`src/rtl/ext_irq_pkg.sv`:
```
package ext_irq_pkg;

   // Register window layout (behavioural: software decodes these addresses)
   localparam int unsigned REG_SENSE     = 0;
   localparam int unsigned REG_PENDING   = 1;
   localparam int unsigned REG_PRIO_BASE = 2;

   function automatic int unsigned ceil_div(input int unsigned num, input int unsigned den);
      return (num + den - 1) / den;
   endfunction

endpackage

```
`src/rtl/irq_pin_filter.sv`:
```
// Synchronizes one request pin and qualifies edges by pulse width.
module irq_pin_filter #(
   parameter int unsigned SYNC_STAGES = 2,
   parameter int unsigned MIN_PULSE   = 3
) (
   input  logic clk,
   input  logic rst_n,
   input  logic pin_i,
   output logic level_o,
   output logic edge_evt_o
);
   localparam int unsigned CNT_W = $clog2(MIN_PULSE + 1);

   logic [SYNC_STAGES-1:0] sync_q;
   logic [CNT_W-1:0]       run_q;

   generate
      if (SYNC_STAGES == 1) begin : g_sync_single
         always_ff @(posedge clk) begin
            if (!rst_n) sync_q <= '0;
            else        sync_q <= pin_i;
         end
      end else begin : g_sync_chain
         always_ff @(posedge clk) begin
            if (!rst_n) sync_q <= '0;
            else        sync_q <= {sync_q[SYNC_STAGES-2:0], pin_i};
         end
      end
   endgenerate

   assign level_o = sync_q[SYNC_STAGES-1];

   // Count consecutive high samples, saturating at MIN_PULSE.
   always_ff @(posedge clk) begin
      if (!rst_n)                          run_q <= '0;
      else if (!level_o)                   run_q <= '0;
      else if (run_q != CNT_W'(MIN_PULSE)) run_q <= run_q + 1'b1;
   end

   assign edge_evt_o = level_o && (run_q == CNT_W'(MIN_PULSE - 1));

   // a single accepted pulse yields one event only
   a_r3_one_event_per_pulse: assert property (@(posedge clk) disable iff (!rst_n)
      edge_evt_o |=> !edge_evt_o);

   generate
      if (MIN_PULSE > 1) begin : g_width_chk
         // an event is never produced on the first high sample
         a_r3_event_after_run: assert property (@(posedge clk) disable iff (!rst_n)
            edge_evt_o |-> $past(level_o));
      end
   endgenerate

endmodule

```
`src/rtl/irq_req_latch.sv`:
```
// Holds one edge request with a read-armed clear handshake.
module irq_req_latch (
   input  logic clk,
   input  logic rst_n,
   input  logic set_i,
   input  logic arm_i,
   input  logic clr_i,
   output logic req_o
);
   logic req_q;
   logic armed_q;

   always_ff @(posedge clk) begin
      if (!rst_n) begin
         req_q   <= 1'b0;
         armed_q <= 1'b0;
      end else if (set_i) begin
         req_q   <= 1'b1;
         armed_q <= 1'b0;
      end else if (clr_i && armed_q) begin
         req_q   <= 1'b0;
         armed_q <= 1'b0;
      end else if (arm_i && req_q) begin
         armed_q <= 1'b1;
      end
   end

   assign req_o = req_q;

   // a request drops only through an armed clearing write
   a_r5_clear_needs_arm: assert property (@(posedge clk) disable iff (!rst_n)
      $fell(req_q) |-> $past(armed_q && clr_i));

   // a new edge wins over a simultaneous clear and disarms
   a_r6_set_wins: assert property (@(posedge clk) disable iff (!rst_n)
      set_i |=> (req_q && !armed_q));

endmodule

```
`src/rtl/irq_prio_arbiter.sv`:
```
// Picks the highest nonzero priority; lowest index wins on ties.
module irq_prio_arbiter #(
   parameter int unsigned NUM_SRC = 6,
   parameter int unsigned PRIO_W  = 4,
   parameter int unsigned ID_W    = 3
) (
   input  logic [NUM_SRC-1:0]        req_i,
   input  logic [NUM_SRC*PRIO_W-1:0] prio_i,
   output logic                      valid_o,
   output logic [ID_W-1:0]           id_o,
   output logic [PRIO_W-1:0]         level_o
);
   logic [PRIO_W-1:0] best_lvl;
   logic [ID_W-1:0]   best_id;

   always_comb begin
      best_lvl = '0;
      best_id  = '0;
      // Scan downward so that on equal priority the lower index overwrites.
      for (int i = NUM_SRC - 1; i >= 0; i--) begin
         if (req_i[i] && (prio_i[i*PRIO_W +: PRIO_W] != '0) &&
             (prio_i[i*PRIO_W +: PRIO_W] >= best_lvl)) begin
            best_lvl = prio_i[i*PRIO_W +: PRIO_W];
            best_id  = ID_W'(i);
         end
      end
   end

   assign valid_o = (best_lvl != '0);
   assign id_o    = best_id;
   assign level_o = best_lvl;

endmodule

```
`src/rtl/ext_irq_ctrl.sv`:
```
module ext_irq_ctrl
   import ext_irq_pkg::*;
#(
   parameter int unsigned NUM_SRC     = 6,
   parameter int unsigned PRIO_W      = 4,
   parameter int unsigned DATA_W      = 16,
   parameter int unsigned ADDR_W      = 3,
   parameter int unsigned SYNC_STAGES = 2,
   parameter int unsigned MIN_PULSE   = 3,
   localparam int unsigned ID_W       = $clog2(NUM_SRC)
) (
   input  logic              clk,
   input  logic              rst_n,
   input  logic [NUM_SRC-1:0] irq_pin_i,
   input  logic [PRIO_W-1:0]  cpu_mask_i,
   input  logic [ADDR_W-1:0]  reg_addr_i,
   input  logic              reg_wr_i,
   input  logic              reg_rd_i,
   input  logic [DATA_W-1:0]  reg_wdata_i,
   output logic [DATA_W-1:0]  reg_rdata_o,
   output logic              irq_valid_o,
   output logic [ID_W-1:0]    irq_id_o,
   output logic [PRIO_W-1:0]  irq_level_o,
   output logic              cpu_req_o
);
   localparam int unsigned FIELDS_PER_REG = DATA_W / PRIO_W;
   localparam int unsigned PRIO_REGS      = ceil_div(NUM_SRC, FIELDS_PER_REG);

   // Elaboration-time parameter checks
   initial begin
      if (NUM_SRC < 2 || NUM_SRC > DATA_W)
         $fatal(1, "ext_irq_ctrl: NUM_SRC must be in 2..DATA_W");
      if (PRIO_W < 1 || PRIO_W > DATA_W)
         $fatal(1, "ext_irq_ctrl: PRIO_W must be in 1..DATA_W");
      if (SYNC_STAGES < 1 || MIN_PULSE < 1)
         $fatal(1, "ext_irq_ctrl: SYNC_STAGES and MIN_PULSE must be nonzero");
      if (REG_PRIO_BASE + PRIO_REGS > (1 << ADDR_W))
         $fatal(1, "ext_irq_ctrl: ADDR_W too small for the register window");
   end

   logic [NUM_SRC-1:0]        sense_q;
   logic [PRIO_W-1:0]         prio_q [NUM_SRC];
   logic [NUM_SRC*PRIO_W-1:0] prio_flat;
   logic [DATA_W-1:0]         rdata_q;
   logic [DATA_W-1:0]         rd_mux;

   logic [NUM_SRC-1:0] pin_level;
   logic [NUM_SRC-1:0] pin_evt;
   logic [NUM_SRC-1:0] latch_req;
   logic [NUM_SRC-1:0] req_view;

   logic sel_sense, sel_pending;
   assign sel_sense   = (reg_addr_i == ADDR_W'(REG_SENSE));
   assign sel_pending = (reg_addr_i == ADDR_W'(REG_PENDING));

   // Per-source front end
   generate
      for (genvar g = 0; g < NUM_SRC; g++) begin : g_src
         irq_pin_filter #(
            .SYNC_STAGES (SYNC_STAGES),
            .MIN_PULSE   (MIN_PULSE)
         ) u_filter (
            .clk        (clk),
            .rst_n      (rst_n),
            .pin_i      (irq_pin_i[g]),
            .level_o    (pin_level[g]),
            .edge_evt_o (pin_evt[g])
         );

         irq_req_latch u_latch (
            .clk   (clk),
            .rst_n (rst_n),
            .set_i (pin_evt[g] && sense_q[g]),
            .arm_i (reg_rd_i && sel_pending && sense_q[g]),
            .clr_i (reg_wr_i && sel_pending && !reg_wdata_i[g]),
            .req_o (latch_req[g])
         );

         assign req_view[g] = sense_q[g] ? latch_req[g] : pin_level[g];
         assign prio_flat[g*PRIO_W +: PRIO_W] = prio_q[g];
      end
   endgenerate

   // Configuration registers
   always_ff @(posedge clk) begin
      if (!rst_n) begin
         sense_q <= '0;
      end else if (reg_wr_i && sel_sense) begin
         sense_q <= reg_wdata_i[NUM_SRC-1:0];
      end
   end

   always_ff @(posedge clk) begin
      if (!rst_n) begin
         for (int s = 0; s < NUM_SRC; s++) prio_q[s] <= '0;
      end else if (reg_wr_i) begin
         for (int s = 0; s < NUM_SRC; s++) begin
            if (reg_addr_i == ADDR_W'(REG_PRIO_BASE + s / FIELDS_PER_REG))
               prio_q[s] <= reg_wdata_i[(s % FIELDS_PER_REG)*PRIO_W +: PRIO_W];
         end
      end
   end

   // Read path
   always_comb begin
      rd_mux = '0;
      if (sel_sense)   rd_mux[NUM_SRC-1:0] = sense_q;
      if (sel_pending) rd_mux[NUM_SRC-1:0] = req_view;
      for (int s = 0; s < NUM_SRC; s++) begin
         if (reg_addr_i == ADDR_W'(REG_PRIO_BASE + s / FIELDS_PER_REG))
            rd_mux[(s % FIELDS_PER_REG)*PRIO_W +: PRIO_W] = prio_q[s];
      end
   end

   always_ff @(posedge clk) begin
      if (!rst_n)        rdata_q <= '0;
      else if (reg_rd_i) rdata_q <= rd_mux;
   end

   assign reg_rdata_o = rdata_q;

   // Priority selection
   irq_prio_arbiter #(
      .NUM_SRC (NUM_SRC),
      .PRIO_W  (PRIO_W),
      .ID_W    (ID_W)
   ) u_arb (
      .req_i   (req_view),
      .prio_i  (prio_flat),
      .valid_o (irq_valid_o),
      .id_o    (irq_id_o),
      .level_o (irq_level_o)
   );

   assign cpu_req_o = irq_valid_o && (irq_level_o > cpu_mask_i);

   // the reported source is actually requesting
   a_r9_winner_pending: assert property (@(posedge clk) disable iff (!rst_n)
      irq_valid_o |-> req_view[irq_id_o]);

   // the reported level matches a nonzero programmed priority
   a_r8_winner_enabled: assert property (@(posedge clk) disable iff (!rst_n)
      irq_valid_o |-> (prio_flat[irq_id_o*PRIO_W +: PRIO_W] == irq_level_o &&
                       irq_level_o != '0));

   // with nothing enabled and pending, the outputs idle
   a_r9_idle_when_empty: assert property (@(posedge clk) disable iff (!rst_n)
      ((req_view & ~sense_q & ~pin_level) == req_view && req_view == '0)
         |-> (!irq_valid_o && irq_level_o == '0));

   // never a CPU request without a reported source
   a_r10_req_needs_valid: assert property (@(posedge clk) disable iff (!rst_n)
      cpu_req_o |-> irq_valid_o);

   // read data holds between read strobes
   a_r7_rdata_holds: assert property (@(posedge clk) disable iff (!rst_n)
      !reg_rd_i |=> $stable(reg_rdata_o));

endmodule

```
`config.mk`:
```
export PLATFORM = sky130hd
export DESIGN_NAME = ext_irq_ctrl
export DESIGN_NICKNAME = d
export VERILOG_FILES = /design/src/rtl/ext_irq_pkg.sv /design/src/rtl/irq_pin_filter.sv /design/src/rtl/irq_req_latch.sv /design/src/rtl/irq_prio_arbiter.sv /design/src/rtl/ext_irq_ctrl.sv
export SDC_FILE = /design/constraint.sdc
export NUM_CORES = 1
export LEC_CHECK = 0
export BUFFER_PORTS_ARGS = -buffer_cell sky130_fd_sc_hd__buf_2
export CAP_MARGIN = 30
export CORE_MARGIN = 5
export CORE_UTILIZATION = 63
export DETAILED_ROUTE_END_ITERATION = 10
export PLACE_DENSITY_LB_ADDON = 0.2
export SETUP_SLACK_MARGIN = 0.1
export SYNTH_ARGS = -nofsm -noshare
export SYNTH_HDL_FRONTEND = slang
export SYNTH_SLANG_ARGS = --single-unit
```
`constraint.sdc`:
```
create_clock -name clk -period 29.5 [get_ports clk]
set_input_delay 4.425 -clock clk [delete_from_list [all_inputs] [get_ports clk]]
set_output_delay 4.425 -clock clk [all_outputs]
set_load 0.01 [all_outputs]
```
**Word level (Yosys, flattened, before mapping)**

Memory sizes are Yosys's and may differ from the RTL's.
Index checks and enable logic that the tools add are counted.

- Memory bits (writable): 24
- Memories kept: 1
- Output and inout bits: 25
- Bits in registers: 58
- Logic and storage cells: 199

- $lt $le $gt $ge: 7
- Mux-type cells: 53
- Bitwise logic cells: 7
- Reductions and logical operators: 84
- Equal/unequal tests: 15
- Add/sub/neg operators: 6

Memory list:

| memory | depth | bits a word | rd ports | clocked after memory_dff | write ports | line | source |
|---|---|---|---|---|---|---|---|
| prio_q | 6 | 4 | 6 | 0 | 6 | ext_irq_ctrl.sv:42 | `logic [PRIO_W-1:0] prio_q [NUM_SRC];` |

Operators by type and width:

| kind | number |
|---|---|
| $mux W4 | 18 |
| $logic_and A1 B1 Y1 | 52 |
| $reduce_bool A4 Y1 | 7 |
| $mux W1 | 27 |
| $ge A4 B4 Y1 | 5 |
| $mux W3 | 6 |
| $reduce_or A3 Y1 | 6 |
| $add A2 B1 Y2 const B | 6 |
| $eq A2 B2 Y1 const B | 6 |
| $mux W6 | 2 |
| $ne A2 B2 Y1 const B | 6 |
| $reduce_and A2 Y1 | 6 |
| $reduce_bool A2 Y1 | 6 |
| $eq A3 B2 Y1 const B | 2 |
| $logic_not A1 Y1 | 6 |
| $or A1 B1 Y1 | 6 |
| $ge A4 B1 Y1 const B | 1 |
| $gt A4 B4 Y1 | 1 |
| $eq A3 B1 Y1 const B | 1 |
| $logic_not A3 Y1 | 1 |
| $not A1 Y1 | 1 |

**Logic depth before layout (Yosys ltp)**

- Depth after elaboration: 21
- Depth in mapped cells: 46

**Cells and area by module**

Synthesis repeated with hierarchy kept, for this count alone.

- Cells, all modules: 537
- Area, all modules: 5029.8 µm²

By module, submodules not included:

| module | cells an instance | area each (µm²) | seq. area each (µm²) | times used |
|---|---|---|---|---|
| ext_irq_ctrl | 227 | 2338.5 | 1161.1 | 1 |
| irq_prio_arbiter | 166 | 1234.9 | 0.0 | 1 |
| irq_pin_filter | 16 | 162.7 | 80.1 | 6 |
| irq_req_latch | 8 | 80.1 | 40.0 | 6 |

**Least setup slack after synthesis**

Ideal clock, no wire load.

- Kind: reg-to-output
- Start: register sense_q[5]
- End: output port cpu_req_o
- Path slack: 16.902 ns
- Cell stages (with the launch flop): 45
- Arrival time: 8.173 ns
- Path buffers: 0
- Cell sequence: dfxtp_1 -> mux2_2 -> and2_1 -> ha_1 -> nor3b_1 -> o21a_1 -> nor2_1 -> mux2_2 -> ha_1 -> nand2b_1 -> a31oi_1 -> o21a_1 -> nor3_1 -> nor2_1 -> ha_1 -> nand2b_1 -> a21o_1 -> o21a_1 -> [9 not listed] -> mux2i_1 -> inv_1 -> ha_1 -> nand2b_1 -> a21oi_1 -> nor3b_1 -> o21ai_0 -> nand3_1 -> nor2_1 -> a21o_1 -> inv_1 -> ha_1 -> a21oi_1 -> inv_1 -> o21ai_0 -> a21oi_1 -> o21ai_0 -> a31oi_2

- Longest elaborated chain between the ends: 21
- Elaborated cells on any way between the ends: 22

Ends and longest elaborated chain:

| what | line | source |
|---|---|---|
| start: declaration | ext_irq_ctrl.sv:41 | `logic [NUM_SRC-1:0] sense_q;` |
| start signal: assignment | ext_irq_ctrl.sv:89 | `sense_q <= reg_wdata_i[NUM_SRC-1:0];` |
| $mux W1 * | ext_irq_ctrl.sv:79 | `assign req_view[g] = sense_q[g] ? latch_req[g] : pin_level[g];` |
| $logic_and A1 B1 Y1 * (2 in series) | irq_prio_arbiter.sv:21 | `if (req_i[i] && (prio_i[i*PRIO_W +: PRIO_W] != '0) &&` |
| $mux W4 * | irq_prio_arbiter.sv:21 |  |
| $ge A4 B4 Y1 | irq_prio_arbiter.sv:22 | `(prio_i[i*PRIO_W +: PRIO_W] >= best_lvl)) begin` |
| $logic_and A1 B1 Y1 | irq_prio_arbiter.sv:21 |  |
| $mux W4 * | irq_prio_arbiter.sv:21 |  |
| $ge A4 B4 Y1 | irq_prio_arbiter.sv:22 |  |
| $logic_and A1 B1 Y1 | irq_prio_arbiter.sv:21 |  |
| [5 not listed] | - |  |
| $logic_and A1 B1 Y1 | irq_prio_arbiter.sv:21 |  |
| $mux W4 * | irq_prio_arbiter.sv:21 |  |
| $ge A4 B4 Y1 | irq_prio_arbiter.sv:22 |  |
| $logic_and A1 B1 Y1 | irq_prio_arbiter.sv:21 |  |
| $mux W4 * | irq_prio_arbiter.sv:21 |  |
| via irq_level_o[1] | ext_irq_ctrl.sv:23 | `output logic [PRIO_W-1:0] irq_level_o,` |
| $gt A4 B4 Y1 or $reduce_bool A4 Y1 (tied branches) | ext_irq_ctrl.sv:135, irq_prio_arbiter.sv:29 |  |
| $logic_and A1 B1 Y1 * | ext_irq_ctrl.sv:135 | `assign cpu_req_o = irq_valid_o && (irq_level_o > cpu_mask_i);` |
| end: declaration | ext_irq_ctrl.sv:24 | `output logic cpu_req_o` |

The timed path passes the listed nets; every way through them passes the cells marked *.

**Final worst setup path**

- Start: register sense_q[5]
- End: output port cpu_req_o

- Longest elaborated chain between the ends: 21
- Elaborated cells on any way between the ends: 22

Ends and longest elaborated chain:

| what | line |
|---|---|
| $mux W1 * | ext_irq_ctrl.sv:79 |
| $logic_and A1 B1 Y1 * (2 in series) | irq_prio_arbiter.sv:21 |
| $mux W4 * | irq_prio_arbiter.sv:21 |
| $ge A4 B4 Y1 | irq_prio_arbiter.sv:22 |
| $logic_and A1 B1 Y1 | irq_prio_arbiter.sv:21 |
| $mux W4 * | irq_prio_arbiter.sv:21 |
| $ge A4 B4 Y1 | irq_prio_arbiter.sv:22 |
| $logic_and A1 B1 Y1 | irq_prio_arbiter.sv:21 |
| [4 not listed] | - |
| $ge A4 B4 Y1 | irq_prio_arbiter.sv:22 |
| $logic_and A1 B1 Y1 | irq_prio_arbiter.sv:21 |
| $mux W4 * | irq_prio_arbiter.sv:21 |
| $ge A4 B4 Y1 | irq_prio_arbiter.sv:22 |
| $logic_and A1 B1 Y1 | irq_prio_arbiter.sv:21 |
| $mux W4 * | irq_prio_arbiter.sv:21 |
| $gt A4 B4 Y1 or $reduce_bool A4 Y1 (tied branches) | ext_irq_ctrl.sv:135, irq_prio_arbiter.sv:29 |
| $logic_and A1 B1 Y1 * | ext_irq_ctrl.sv:135 |

Every way passes the cells marked *; elsewhere a longest branch is shown, timed or not.

==> flow_summary.json <==
{
  "outcome": "completed",
  "cts_max_level": 3,
  "hold_viol": 0,
  "synth_warnings": 0,
  "setup_viol": 0,
  "swShare_pct": 27.7,
  "synth_cell_types": 55,
  "n_antenna_cell": 0,
  "firstDrtPassIters": 5,
  "timing.reg2reg.setup_slack_ns": 28.07,
  "clk_pin_slew_ns": 0.08,
  "area_growth_syn_to_layout_pct": 11.5,
  "grtUsageTotal_pct": 26.1,
  "grt_max_degree": 30,
  "power.internal_w": 0.000175,
  "wl_per_cell_um": 16.7,
  "ys_seq_area_share_pct": 40.6,
  "grt_overflow": 0,
  "max_stage_delay_ns": 0.48,
  "routabilityCongestion": 0.915,
  "cts.sinks": 82,
  "die_w_um": 95.8,
  "drive_gt1_share_pct": 14.3,
  "cts_setup_buffers": 0,
  "setup.worst_path.start": "sense_q[5]$_SDFFE_PN0P_",
  "ant_nets": 0,
  "grt_first_pass_wirelength_um": 18500,
  "synth_edf_count": 24,
  "synth_seq_cells": 82,
  "power.density_nw_per_um2": 46.9,
  "drc": 0,
  "clock_latency_ns": 0.35,
  "io-pin-count": 58,
  "syn_nets": 588,
  "critPathMostFrequentCell": "ha_1",
  "initial_core_util_pct": 64.3,
  "hold_class": "register to register",
  "viasPerCell": 5.86,
  "synth_ff_type": "dfxtp_1",
  "cp.required_ns": 25.08,
  "hold_start": "g_src[2].u_filter.sync_q[0]$_SDFF_PN0_",
  "synth_area_um2": 4640,
  "hold-path-cell-count": 1,
  "critPathLaunchType": "register",
  "cts-root-buf": "clkbuf_8",
  "yosys.area.top_type": "dfxtp_1",
  "grt_pass1_vias": 3921,
  "clockBufferDepth": 2,
  "finalSetupTns_ns": 0,
  "p_sw_w": 0.0000673,
  "criticalPathCategory": "register to output pin",
  "r2r_end": "reg_rdata_o[5]$_SDFFE_PN0P_",
  "arrival_ns": 9.50,
  "num_vias": 3992,
  "yosys-top-cells-area": "dfxtp_1, edfxtp_1, ha_1, and2_1, nor2_1",
  "die_h_um": 95.8,
  "cts_resized": 0,
  "rsz0062_at_grt": "no",
  "reg2reg_from": "sense_q[5]$_SDFFE_PN0P_",
  "cap_violations": 0,
  "reg2reg_depth": 5,
  "n_fill_cell": 594,
  "postSynthCellCount": 525,
  "slowest_stage": "a2111oi_2",
  "timing.fmax_ghz": 0.0718,
  "layout.nets": 640,
  "worstMarginPinSlew_ns": 0.962,
  "p_total_w": 0.000243,
  "cp-end-kind": "output pin",
  "port_buffers": 57,
  "syn_area_per_cell_um2": 8.83,
  "dieArea_um2": 9180,
  "fp.coreArea_um2": 7210,
  "hold_buffers": 0,
  "slew_headroom_pct": 35.8,
  "drt_wl_total_um": 11400,
  "numCtsBuffers": 9,
  "num_rows": 31,
  "antenna_found_initial": 0,
  "clockPowerShare_pct": 32.6,
  "crit_fanout": 6,
  "cts_tree": "done",
  "period_needed_ns": 13.93,
  "synthArstFlopShare_pct": 0,
  "irDropWorstVdd_mv": 0.0396,
  "finalCritPeriodShare_pct": 47.2,
  "leakage_nw": 2.17,
  "clock_skew_ns": 0.0143,
  "slew_violations": 0,
  "dr.first_iter.drc_count": 273,
  "power_frac_comb_pct": 16.0,
  "dp_hpwl_um": 8530,
  "min_delay_worst_endpoint": "g_src[2].u_filter.sync_q[1]$_SDFF_PN0_",
  "seq_power_share_pct": 51.4,
  "synth_top_area_share_pct": 25.0
}
kinds of logic after synthesis:
kind of cell / synth area share [%]
adders and majority gates: 8.09
buffers and inverters: 3.51
muxes: 4.86
and+or+nand+nor: 22.6
AOI/OAI and AO/OA: 19.0
DFF: 40.6
xor gates and xnor gates: 1.32
stage by stage:
stage / std cells / util [%] / cell area [µm²] / setup WS [ns] / hold WS, ns
global placement: 665 / 69.1 / 4990 / 16.39 / 0.415
CTS: 681 / 71.7 / 5170 / 15.63 / 0.442
global route: 681 / 71.7 / 5170 / 14.71 / 0.451
detailed placement: 665 / 69.1 / 4990 / 16.06 / 0.423
floorplan: 525 / - / 4640 / 16.90 / 0.412
finish: 681 / 71.7 / 5170 / 15.57 / 0.439
cells in the mapped netlist, drive strengths merged, types with 6 or more instances:
master	count
o211ai	6
ha	30
nand2b	9
inv	27
a31oi	6
nor2	68
xor2	6
mux2i	15
a22oi	8
edfxtp	24
mux2	6
nand3	14
clkbuf	10
o21ai	23
o31ai	11
o21a	7
and3	7
and2	46
a21o	7
dfxtp	58
nand2	41
a21oi	38
buf	6
sequential cells by signal (all words and copies together) (netlist names):
| register | flops |
|---|---|
| prio_q | 24 |
| reg_rdata_o | 16 |
| sense_q | 6 |
| g_src.u_latch.armed_q | 6 |
| g_src.u_latch.req_o | 6 |
| g_src.u_filter.sync_q | 12 |
| g_src.u_filter.run_q | 12 |
placed cells by master (no fill, tap or decap), types with 3 or more instances in the layout:
master and n:
dfxtp_1 58, and3_1 7, o21ai_0 21, a211o_1 3
nor4_1 5, edfxtp_1 24, a22oi_1 8, mux2_2 4
inv_1 26, a31oi_1 5, o21a_1 7, nand3_1 14
xor2_1 6, a221o_1 3, nor3_1 5, nor3b_1 4
nand2_1 41, o31ai_1 9, nand3b_1 5, buf_2 57
mux2i_1 15, o22ai_1 4, ha_1 30, nand2b_1 9
o211ai_1 6, clkbuf_8 9, a21o_1 7, and2_1 45
a21oi_1 37, nor2b_1 5, nor2_1 68
routing by layer:
metal  up-vias  GRT usage (%)  part of all wire [%]
li1       1969              -                     -
met1      1872           32.8                    43
met2       131           44.5                    49
met3        20           5.00                   6.3
met4         0           9.95                   2.3
met5         -              0                     0
how the worst max path moves through the flow:
stage	end	slack, ns	cells after the start
after CTS	cpu_req_o	15.63	45
after detailed placement	cpu_req_o	16.06	44
final	cpu_req_o	15.57	45
after floorplan	cpu_req_o	16.90	44
after global placement	cpu_req_o	16.39	45
after global routing	cpu_req_o	14.71	44
final cells by class:
cell class,count,area (µm²),area share (%)
Tap cell,99,124,2.39
Sequential cell,82,1880,36.4
Clock inverter,5,55.1,1.06
Multi-Input combinational cell,400,2590,50.1
Inverter,27,101,1.96
Clock buffer,11,131,2.54
Timing Repair Buffer,57,285,5.52
worst max-delay path, delay by kind of cell (launching register included):
family | cells | cell delay [ns]
compound gates | 18 | 3.64
buf+inv | 4 | 0.35
simple gates | 14 | 2.16
fa+ha+maj | 6 | 1.58
mux | 3 | 1.00
flops | 1 | 0.43
power by group through the flow:
stage,clock network [W],logic (W),registers [W]
final,0.0000791,0.0000388,0.000125
after global placement,0,0.0000370,0.000127
after floorplan,0,0.0000272,0.000126
after detailed placement,0,0.0000384,0.000127
after global routing,0.0000845,0.0000436,0.000125
after CTS,0.0000796,0.0000386,0.000125
Note: power is estimated with default switching activity, not from simulation.
